[src/rtl/uwire_pkg.sv]
package uwire_pkg;
  localparam int unsigned UW_DATA_W     = 16;
  localparam int unsigned UW_PRE_W      = 3;
  localparam int unsigned UW_AW_WIDE    = 8;
  localparam int unsigned UW_AW_NARROW  = 6;
  localparam int unsigned UW_CMD_MAX    = UW_PRE_W + UW_AW_WIDE;
  localparam int unsigned UW_LEN_WIDE   = UW_CMD_MAX + UW_DATA_W;
  localparam int unsigned UW_LEN_NARROW = UW_PRE_W + UW_AW_NARROW + UW_DATA_W;
  localparam int unsigned UW_IDX_W      = $clog2(UW_LEN_WIDE);
  // Bit of the full sampled stream (last sample = bit 0) that reflects the
  // sample taken right after a narrow part has seen its whole command.
  localparam int unsigned UW_PROBE_BIT  = UW_LEN_WIDE - UW_PRE_W - UW_AW_NARROW;
  localparam logic [UW_PRE_W-1:0]   UW_RD_PRE     = 3'b110;
  localparam logic [UW_AW_WIDE-1:0] UW_PROBE_ADDR = '1;

  typedef enum logic [1:0] {
    UW_IDLE = 2'd0,
    UW_LOW  = 2'd1,
    UW_HIGH = 2'd2
  } uw_state_e;
endpackage

[src/rtl/uwire_phase_timer.sv]
module uwire_phase_timer #(
  parameter int unsigned HALF_CLKS = 4
) (
  input  logic clk,
  input  logic rst_n,
  input  logic run_i,
  output logic expire_o
);
  localparam int unsigned CW = (HALF_CLKS > 1) ? $clog2(HALF_CLKS) : 1;
  localparam logic [CW-1:0] LAST = CW'(HALF_CLKS - 1);

  logic [CW-1:0] cnt_q, cnt_d;

  assign expire_o = run_i && (cnt_q == LAST);

  always_comb begin
    cnt_d = cnt_q;
    if (!run_i || expire_o) cnt_d = '0;
    else                    cnt_d = cnt_q + CW'(1);
  end

  always_ff @(posedge clk or negedge rst_n) begin
    if (!rst_n) cnt_q <= '0;
    else        cnt_q <= cnt_d;
  end

  // a phase always starts counting from zero when the sequencer starts
  a_r4_fresh_phase: assert property (@(posedge clk) disable iff (!rst_n)
    (run_i && !$past(run_i)) |-> (cnt_q == '0));
endmodule

[src/rtl/uwire_seq_ctrl.sv]
module uwire_seq_ctrl
  import uwire_pkg::*;
(
  input  logic clk,
  input  logic rst_n,
  input  logic start_i,
  input  logic wide_i,
  input  logic probe_i,
  input  logic expire_i,
  output logic load_o,
  output logic shift_o,
  output logic finish_o,
  output logic probe_act_o,
  output logic sk_o,
  output logic busy_o,
  output logic done_o
);
  localparam logic [UW_IDX_W-1:0] LAST_WIDE   = UW_IDX_W'(UW_LEN_WIDE - 1);
  localparam logic [UW_IDX_W-1:0] LAST_NARROW = UW_IDX_W'(UW_LEN_NARROW - 1);

  uw_state_e           st_q, st_d;
  logic [UW_IDX_W-1:0] idx_q, idx_d;
  logic [UW_IDX_W-1:0] last_q, last_d;
  logic                probe_q, probe_d;
  logic                done_q, done_d;

  assign load_o   = (st_q == UW_IDLE) && start_i;
  assign shift_o  = (st_q == UW_HIGH) && expire_i;
  assign finish_o = shift_o && (idx_q == last_q);

  always_comb begin
    st_d    = st_q;
    idx_d   = idx_q;
    last_d  = last_q;
    probe_d = probe_q;
    done_d  = finish_o;
    case (st_q)
      UW_IDLE: begin
        if (load_o) begin
          st_d    = UW_LOW;
          idx_d   = '0;
          last_d  = (wide_i || probe_i) ? LAST_WIDE : LAST_NARROW;
          probe_d = probe_i;
        end
      end
      UW_LOW: begin
        if (expire_i) st_d = UW_HIGH;
      end
      UW_HIGH: begin
        if (expire_i) begin
          if (finish_o) begin
            st_d = UW_IDLE;
          end else begin
            st_d  = UW_LOW;
            idx_d = idx_q + UW_IDX_W'(1);
          end
        end
      end
      default: st_d = UW_IDLE;
    endcase
  end

  always_ff @(posedge clk or negedge rst_n) begin
    if (!rst_n) begin
      st_q    <= UW_IDLE;
      idx_q   <= '0;
      last_q  <= LAST_NARROW;
      probe_q <= 1'b0;
      done_q  <= 1'b0;
    end else begin
      st_q    <= st_d;
      idx_q   <= idx_d;
      last_q  <= last_d;
      probe_q <= probe_d;
      done_q  <= done_d;
    end
  end

  assign busy_o      = (st_q != UW_IDLE);
  assign sk_o        = (st_q == UW_HIGH);
  assign done_o      = done_q;
  assign probe_act_o = probe_q;

  // completion is a single-cycle pulse
  a_r7_done_single: assert property (@(posedge clk) disable iff (!rst_n)
    done_o |=> !done_o);
  // busy is already released while done is shown
  a_r7_done_not_busy: assert property (@(posedge clk) disable iff (!rst_n)
    done_o |-> !busy_o);
  // a transaction only begins on a request
  a_r2_begin_on_start: assert property (@(posedge clk) disable iff (!rst_n)
    $rose(busy_o) |-> $past(start_i));
  // the bit index never passes the frame end
  a_r6_idx_bounded: assert property (@(posedge clk) disable iff (!rst_n)
    busy_o |-> (idx_q <= last_q));
endmodule

[src/rtl/uwire_frame_shift.sv]
module uwire_frame_shift
  import uwire_pkg::*;
(
  input  logic                  clk,
  input  logic                  rst_n,
  input  logic                  load_i,
  input  logic                  shift_i,
  input  logic                  wide_i,
  input  logic                  probe_i,
  input  logic [UW_AW_WIDE-1:0] addr_i,
  input  logic                  sdi_i,
  output logic                  cmd_bit_o,
  output logic [UW_DATA_W-1:0]  word_o,
  output logic                  probe_bit_o
);
  // The capture keeps only the bits that are ever looked at: the data word
  // and, for a probe, the stream bit at UW_PROBE_BIT (read one shift early).
  localparam int unsigned CAP_W = UW_PROBE_BIT;
  localparam int unsigned PAD_W = UW_AW_WIDE - UW_AW_NARROW;

  logic [UW_CMD_MAX-1:0] out_q, out_d;
  logic [CAP_W-1:0]      cap_q, cap_d;
  logic [UW_CMD_MAX-1:0] frame_sel;

  always_comb begin
    if (probe_i)     frame_sel = {UW_RD_PRE, UW_PROBE_ADDR};
    else if (wide_i) frame_sel = {UW_RD_PRE, addr_i};
    else             frame_sel = {UW_RD_PRE, addr_i[UW_AW_NARROW-1:0], {PAD_W{1'b0}}};
  end

  always_comb begin
    out_d = out_q;
    cap_d = cap_q;
    if (load_i) begin
      out_d = frame_sel;
      cap_d = '0;
    end else if (shift_i) begin
      out_d = {out_q[UW_CMD_MAX-2:0], 1'b0};
      cap_d = {cap_q[CAP_W-2:0], sdi_i};
    end
  end

  always_ff @(posedge clk or negedge rst_n) begin
    if (!rst_n) begin
      out_q <= '0;
      cap_q <= '0;
    end else begin
      out_q <= out_d;
      cap_q <= cap_d;
    end
  end

  assign cmd_bit_o   = out_q[UW_CMD_MAX-1];
  assign word_o      = cap_q[UW_DATA_W-1:0];
  assign probe_bit_o = cap_q[CAP_W-1];

  // a freshly loaded frame always leads with the start bit
  a_r3_start_bit_first: assert property (@(posedge clk) disable iff (!rst_n)
    load_i |=> cmd_bit_o);
endmodule

[src/rtl/uwire_rd_master.sv]
module uwire_rd_master
  import uwire_pkg::*;
#(
  parameter int unsigned HALF_CLKS = 4
) (
  input  logic                  clk,
  input  logic                  rst_n,
  input  logic                  start_i,
  input  logic [UW_AW_WIDE-1:0] addr_i,
  input  logic                  wide_addr_i,
  input  logic                  probe_i,
  output logic                  busy_o,
  output logic                  done_o,
  output logic [UW_DATA_W-1:0]  data_o,
  output logic                  probe_wide_o,
  output logic                  eep_cs_o,
  output logic                  eep_sk_o,
  output logic                  eep_di_o,
  input  logic                  eep_do_i
);
  logic expire, load, shift, finish, probe_act, busy, sk, cmd_bit, probe_bit;
  logic probe_q, probe_d;

  uwire_phase_timer #(.HALF_CLKS(HALF_CLKS)) timer_i (
    .clk      (clk),
    .rst_n    (rst_n),
    .run_i    (busy),
    .expire_o (expire)
  );

  uwire_seq_ctrl ctrl_i (
    .clk         (clk),
    .rst_n       (rst_n),
    .start_i     (start_i),
    .wide_i      (wide_addr_i),
    .probe_i     (probe_i),
    .expire_i    (expire),
    .load_o      (load),
    .shift_o     (shift),
    .finish_o    (finish),
    .probe_act_o (probe_act),
    .sk_o        (sk),
    .busy_o      (busy),
    .done_o      (done_o)
  );

  uwire_frame_shift shift_i (
    .clk         (clk),
    .rst_n       (rst_n),
    .load_i      (load),
    .shift_i     (shift),
    .wide_i      (wide_addr_i),
    .probe_i     (probe_i),
    .addr_i      (addr_i),
    .sdi_i       (eep_do_i),
    .cmd_bit_o   (cmd_bit),
    .word_o      (data_o),
    .probe_bit_o (probe_bit)
  );

  always_comb begin
    probe_d = probe_q;
    if (finish && probe_act) probe_d = probe_bit;
  end

  always_ff @(posedge clk or negedge rst_n) begin
    if (!rst_n) probe_q <= 1'b0;
    else        probe_q <= probe_d;
  end

  assign probe_wide_o = probe_q;
  assign busy_o       = busy;
  assign eep_cs_o     = busy;
  assign eep_sk_o     = sk;
  assign eep_di_o     = cmd_bit;

  // command line is steady across a clock-high phase
  a_r4_di_steady_high: assert property (@(posedge clk) disable iff (!rst_n)
    (eep_sk_o && $past(eep_sk_o)) |-> $stable(eep_di_o));
  // no serial clock without chip select
  a_r9_sk_within_cs: assert property (@(posedge clk) disable iff (!rst_n)
    eep_sk_o |-> eep_cs_o);
  // chip select is released exactly as the completion pulse appears
  a_r6_cs_drop_done: assert property (@(posedge clk) disable iff (!rst_n)
    $fell(eep_cs_o) |-> done_o);
  // the width result moves only on a completion
  a_r8_probe_on_done: assert property (@(posedge clk) disable iff (!rst_n)
    !$stable(probe_wide_o) |-> done_o);
endmodule

[config.mk]
export PLATFORM = sky130hd
export DESIGN_NAME = uwire_rd_master
export DESIGN_NICKNAME = d
export VERILOG_FILES = /design/src/rtl/uwire_pkg.sv /design/src/rtl/uwire_phase_timer.sv /design/src/rtl/uwire_seq_ctrl.sv /design/src/rtl/uwire_frame_shift.sv /design/src/rtl/uwire_rd_master.sv
export SDC_FILE = /design/constraint.sdc
export NUM_CORES = 1
export LEC_CHECK = 0
export ABC_AREA = 0
export BUFFER_PORTS_ARGS = -buffer_cell sky130_fd_sc_hd__buf_2
export CORE_MARGIN = 2
export CORE_UTILIZATION = 50
export DETAILED_ROUTE_END_ITERATION = 10
export PLACE_DENSITY = 0.76
export SLEW_MARGIN = 20
export SYNTH_ARGS = -nofsm -noshare
export SYNTH_HDL_FRONTEND = slang
export SYNTH_SLANG_ARGS = --single-unit
[constraint.sdc]
create_clock -name clk -period 1.7 [get_ports clk]
set_clock_uncertainty 0.05 [all_clocks]
set_input_delay 0.255 -clock clk [delete_from_list [all_inputs] [get_ports clk]]
set_output_delay 0.255 -clock clk [all_outputs]
set_load 0.01 [all_outputs]
Yosys cells after proc, flatten, opt, wreduce, memory -nomap -nowiden
Index checks and enable logic that the tools add are counted.
{"block": "totals", "output_inout_bits": 22, "input_bits": 14, "elab_cells": 51, "register_bits": 46}
{"block": "op_classes", "reduce_logical": 15, "add_sub_neg": 2, "mux": 17, "n_eq_ne": 8}
{"cell": "2-to-1 mux 18 bit", "count": 2}
{"cell": "2-to-1 mux 11 bit", "count": 2}
{"cell": "2-to-1 mux 8 bit", "count": 2}
{"cell": "2-to-1 mux 5 bit", "count": 3}
{"cell": "2-to-1 mux 2 bit", "count": 5}
{"cell": "one-hot mux 5 bit (2 select lines)", "count": 1}
{"cell": "inequality test 2 x 1 -> 1 bit (second input constant)", "count": 3}
{"cell": "one-hot mux 2 bit (3 select lines)", "count": 1}
{"cell": "nonzero test 2 bit", "count": 3}
{"cell": "adder 5 x 1 -> 5 bit (second input constant)", "count": 1}
{"cell": "== test 5 bit", "count": 1}
{"cell": "logical AND 1 bit", "count": 5}
{"cell": "== test 2 bit (second input constant)", "count": 2}
{"cell": "AND reduction 4 bit", "count": 1}
{"cell": "AND reduction 3 bit", "count": 1}
{"cell": "adder 2 x 1 -> 2 bit (second input constant)", "count": 1}
{"cell": "== test 2 x 1 -> 1 bit (second input constant)", "count": 1}
{"cell": "zero test 2 bit", "count": 1}
{"cell": "logical OR 1 bit", "count": 2}
{"cell": "inequality test 2 bit (second input constant)", "count": 1}
{"cell": "AND reduction 2 bit", "count": 1}
{"cell": "zero test 1 bit", "count": 1}
{"cell": "2-to-1 mux 1 bit", "count": 1}

Depth between registers and ports, before layout
{"block": "depth", "ltp_word": 7, "ltp_mapped": 7, "ltp_nobuf": 4}

Cells and area by module
A second synthesis with hierarchy kept.
{"block": "unflattened", "hier_cells": 182, "hier_area_um2": 2120.8}
{"module": "uwire_frame_shift", "area_each_um2": 1440.1, "cells_per_inst": 119, "seq_area_each_um2": 725.7, "n_inst": 1}
{"module": "uwire_seq_ctrl", "area_each_um2": 538.0, "cells_per_inst": 53, "seq_area_each_um2": 250.2, "n_inst": 1}
{"module": "uwire_phase_timer", "area_each_um2": 91.3, "cells_per_inst": 6, "seq_area_each_um2": 50.0, "n_inst": 1}
{"module": "uwire_rd_master", "area_each_um2": 51.3, "cells_per_inst": 4, "seq_area_each_um2": 25.0, "n_inst": 1}

Worst setup path after synthesis
No wires, ideal clock.
{"block": "synth_path", "path_kind": "flip-flop to flip-flop", "start": "register ctrl_i.st_q[1]", "end": "register ctrl_i.idx_q[1]", "path_stages_with_launch": 6, "n_path_buf": 2, "period_less_slack_ps": 1625, "required_time_ps": 1524, "t_arrival_ps": 1449, "setup_time_ps": 126, "slack_ps": 75, "path_cell_list": "dfrtp_1 buf_6 or3b_1 buf_6 and3_4 a311o_1"}
{"block": "synth_between", "elab_chain_cells": 6, "elab_cells_between_ends": 13, "cone_classes": "eq/ne (4); mux (1); reduce/logical (8)"}
{"element": "from (decl)", "line": "uwire_seq_ctrl.sv:21", "source": "uw_state_e st_q, st_d;"}
{"element": "from (signal assigned)", "line": "uwire_seq_ctrl.sv:71", "source": "st_q <= st_d;"}
{"element": "nonzero test 2 bit", "line": "uwire_seq_ctrl.sv:79", "source": "assign busy_o = (st_q != UW_IDLE);"}
{"element": "logical AND 1 bit", "line": "uwire_phase_timer.sv:14", "source": "assign expire_o = run_i && (cnt_q == LAST);"}
{"element": "logical AND 1 bit", "line": "uwire_seq_ctrl.sv:28", "source": "assign shift_o = (st_q == UW_HIGH) && expire_i;"}
{"element": "logical AND 1 bit", "line": "uwire_seq_ctrl.sv:29", "source": "assign finish_o = shift_o && (idx_q == last_q);"}
{"element": "inequality test 2 bit (no source line)"}
{"element": "AND reduction 4 bit (no source line)"}
{"element": "to (signal assigned)", "line": "uwire_seq_ctrl.sv:72", "source": "idx_q <= idx_d;"}
{"element": "to (decl)", "line": "uwire_seq_ctrl.sv:22", "source": "logic [UW_IDX_W-1:0] idx_q, idx_d;"}
Parallel ways exist; a longest one is shown, timed or not.
A chain may end at the register's enable or synchronous reset.

Worst setup path after layout
{"block": "layout_path", "start": "register ctrl_i.st_q[0]", "end": "register shift_i.out_q[2]"}
{"block": "layout_between", "elab_chain_cells": 4, "elab_cells_between_ends": 8, "cone_classes": "eq/ne (1); mux (1); reduce/logical (6)"}
{"element": "nonzero test 2 bit", "line": "uwire_seq_ctrl.sv:79"}
{"element": "logical AND 1 bit", "line": "uwire_phase_timer.sv:14"}
{"element": "logical AND 1 bit", "line": "uwire_seq_ctrl.sv:28"}
{"element": "nonzero test 2 bit (no source line)"}
{"element": "to (signal assigned)", "line": "uwire_frame_shift.sv:48", "source": "out_q <= out_d;"}
{"element": "to (decl)", "line": "uwire_frame_shift.sv:21", "source": "logic [UW_CMD_MAX-1:0] out_q, out_d;"}
Parallel ways exist; a longest one is shown, timed or not.

==> results.toml <==
[run_status]
outcome = "finished, final reports clean"

[cells_and_area]
fill_cells = 330
fin_nets = 263
syn_to_final_growth_pct = 16.5
diodes = 0
final_layout_size_suffix_gt1_share_pct = 28.7

[die]
die_h_microns = 68.0
die-area_sq_um = 4620
initial_core_util_pct = 51.5
std_cell_rows = 23
die_width_microns = 68.0
pin_count = 36
core_area_sq_um = 3970

[yosys]
synth_nets = 233
yosysMostFrequentCell = "nand2_1"
ys_warn_count = 0
yosysTopAreaCellShare_pct = 51.3
ys_async_sr_fraction_pct = 100
ys_ff_latch = 42
yosys-top-cells-count = "nand2_1 (52), dfrtp_1 (42), a21oi_1 (19)"
synth_edf_count = 0
synth_top_cell_by_area = "dfrtp_1"
synthFlopType = "dfrtp_1"
synth_seq_area_share_pct = 51.3
ys_top_cells_by_area = "dfrtp_1 (51%), nand2_1 (9.5%), buf_4 (6.2%)"
synth_cells = 217
syn_avg_cell_area_sq_um = 9.43
yosys.cell_types.count = 38
syn_area_sq_um = 2050

[sta]
min_period_ns = 1.66
fmax_ghz = 0.601
setup_viol = 0
hold_violations = 0
rsz0062_at_grt = "false"
max_slew_margin_pct = 65.5
maxSlewViolCount = 0
period_share_pct = 97.8
fin_hold_ws_ns = 0.135
worst_pin_slew_ns = 0.518

[clock_tree]
cts_buffers = 5
clk_pin_slew_ns = 0.08
clk_latency_ns = 0.30
cts-root-buf = "clkbuf_8"
htreeDepth = 2
cts_sinks = 42
tritoncts = "yes"
cts_buffer_depth = 2

[pwr]
intPower_mw = 1.55
ir_worst_vdd_v = 0.000567
combPwrFrac_pct = 6.1
p_leak_nw = 1.10
switchingPower_mw = 0.424
power.share.clock_pct = 40.7
seqPwrFrac_pct = 53.1
p_per_area_nw_per_um2 = 826
power_mw = 1.97
swShare_pct = 21.5

[placed_design]
gp_congestion = 0.768
port_buffers = 35
dpl.hpwl_mm = 2.80

[routing]
post_drt_wl_per_cell_microns = 13.7
drtIter0Drc = 150
firstDrtPassIters = 4
vias = 1613
drc = 0
route.antenna.remaining_nets = 0
vias_per_cell = 5.43
wl_mm = 4.07

[setup_path]
worstSetupPathType = "reg2reg"
crit_path_start_kind = "flip-flop"
cp.arrival_ns = 1.78
worstPathMaxFanout = 14
crit_buf_inv = 1
crit_path_max_incr_delay_ns = 0.41
crit_chain = "or3b_1, buf_4, a2111oi_0, a31oi_1"
critPathRequiredTime_ns = 1.82
cp_slowest_cell = "dfrtp_1"
cp-end-kind = "flip-flop"
path_delay_family = "compound AO/OA/AOI/OAI gates"

[global_route]
grtUsageTotal_pct = 19.4
grt_pass1_wl_mm = 6.61
grt.overflow.total = 0
grt_max_degree = 43
first_global_vias = 1427
antenna_found_initial = 0

[worst_hold_path]
hp-class = "in2reg"

[run]
timing.max_cap.violations = 0
[sequential cells by signal, indices dropped and copies added (netlist names)]
name and flops:
timer_i.cnt_q 2, ctrl_i.probe_act_o 1, shift_i.cap_q 18, ctrl_i.st_q 2, ctrl_i.last_q 1, shift_i.out_q 11
ctrl_i.done_o 1, probe_wide_o 1, ctrl_i.idx_q 5
[metrics by stage]
stage / instances / TNS [ns] / area (sq um) / worst slack, ns / utilization [%]
3_5_place_dp: 288 / -0.0678 / 2220 / -0.0678 / 55.9
3_3_place_gp: 288 / 0 / 2220 / 0.0545 / 55.9
4_1_cts: 296 / 0 / 2340 / 0.0194 / 59.0
6_report: 297 / 0 / 2380 / 0.0367 / 60.1
5_1_grt: 297 / 0 / 2380 / 0.00120 / 60.1
2_1_floorplan: 217 / 0 / 2050 / 0.0752 / -
[final cells by class]
| cell class | instances | area [sq um] | area share (%) |
|---|---|---|---|
| Clock buffer | 6 | 82.6 | 3.46 |
| Clock inverter | 1 | 30.0 | 1.26 |
| Inverter | 4 | 15.0 | 0.630 |
| Multi-Input combinational cell | 139 | 812 | 34.1 |
| Sequential cell | 42 | 1050 | 44.1 |
| Tap cell | 50 | 62.6 | 2.62 |
| Timing Repair Buffer | 55 | 332 | 13.9 |
[routing by layer]
metal | share of wire [%] | vias up | GRT usage (%) | wire (microns)
met3 | 4.6 | 8 | 4.77 | 189
li1 | - | 788 | - | -
met4 | 1.9 | 0 | 10.3 | 76
met1 | 47 | 770 | 28.1 | 1920
met5 | 0 | - | 0 | 0
met2 | 46 | 47 | 26.7 | 1880
[power by group through the flow]
stage               Combinational (mW)  Sequential, mW  Clock (mW)
detailed placement               0.115            1.07           0
CTS                              0.118            1.05       0.817
global placement                 0.113            1.07           0
finish                           0.121            1.05       0.803
floorplan                       0.0755            1.06           0
global route                     0.137            1.05       0.861
[final timing paths]
kind | startpoint | endpoint | slack [ns] | depth (start not counted)
worst min register to register | timer_i.cnt_q[0] | timer_i.cnt_q[0] | 0.39 | 1
worst max-delay path | ctrl_i.st_q[0] | shift_i.out_q[2] | 0.04 | 4
max in group asynchronous | rst_n | ctrl_i.idx_q[0] | 0.74 | 3
worst max register to register | ctrl_i.st_q[0] | shift_i.out_q[2] | 0.04 | 4
min in group asynchronous | rst_n | timer_i.cnt_q[0] | 0.50 | 3
worst min-delay path | eep_do_i | shift_i.cap_q[0] | 0.13 | 3
[logic make-up (layout without fill, tap and decap cells)]
family          Yosys count  after routing  synth area share, %
simple gates             86             86                 19.9
mux                       3              3                 1.53
buf+inv                  36             66                 10.8
fa+ha+maj                 2              2                 1.22
flops                    42             42                 51.3
xor+xnor                  1              1                0.428
compound gates           47             47                 14.9
[worst reg2reg max path, stage by stage (launching register included)]
cell and delay [ns]:
dfrtp_1 0.41, or3b_1 0.38, buf_4 0.20, a2111oi_0 0.41, a31oi_1 0.08
[what timing repair did]
item / in CTS / in global routing
hold buffers: 1 / 0
endpoints found under the setup margin: 1 / 8
buffers inserted: 0 / 1
resized for setup: 1 / 11
pin swaps: 0 / 1
endpoints found under the hold margin: 42 / 0
[cells in the final DEF, fill, tap and decap left out, types with 5 or more instances in the layout]
| cell | n |
|---|---|
| a21oi_1 | 19 |
| buf_2 | 35 |
| clkbuf_8 | 6 |
| nor2b_1 | 8 |
| a2111oi_2 | 5 |
| buf_4 | 18 |
| a31oi_1 | 7 |
| nand2_1 | 52 |
| dfrtp_1 | 42 |
| nand3_1 | 5 |
| nor2_1 | 5 |
(Power assumes the default switching activity.)
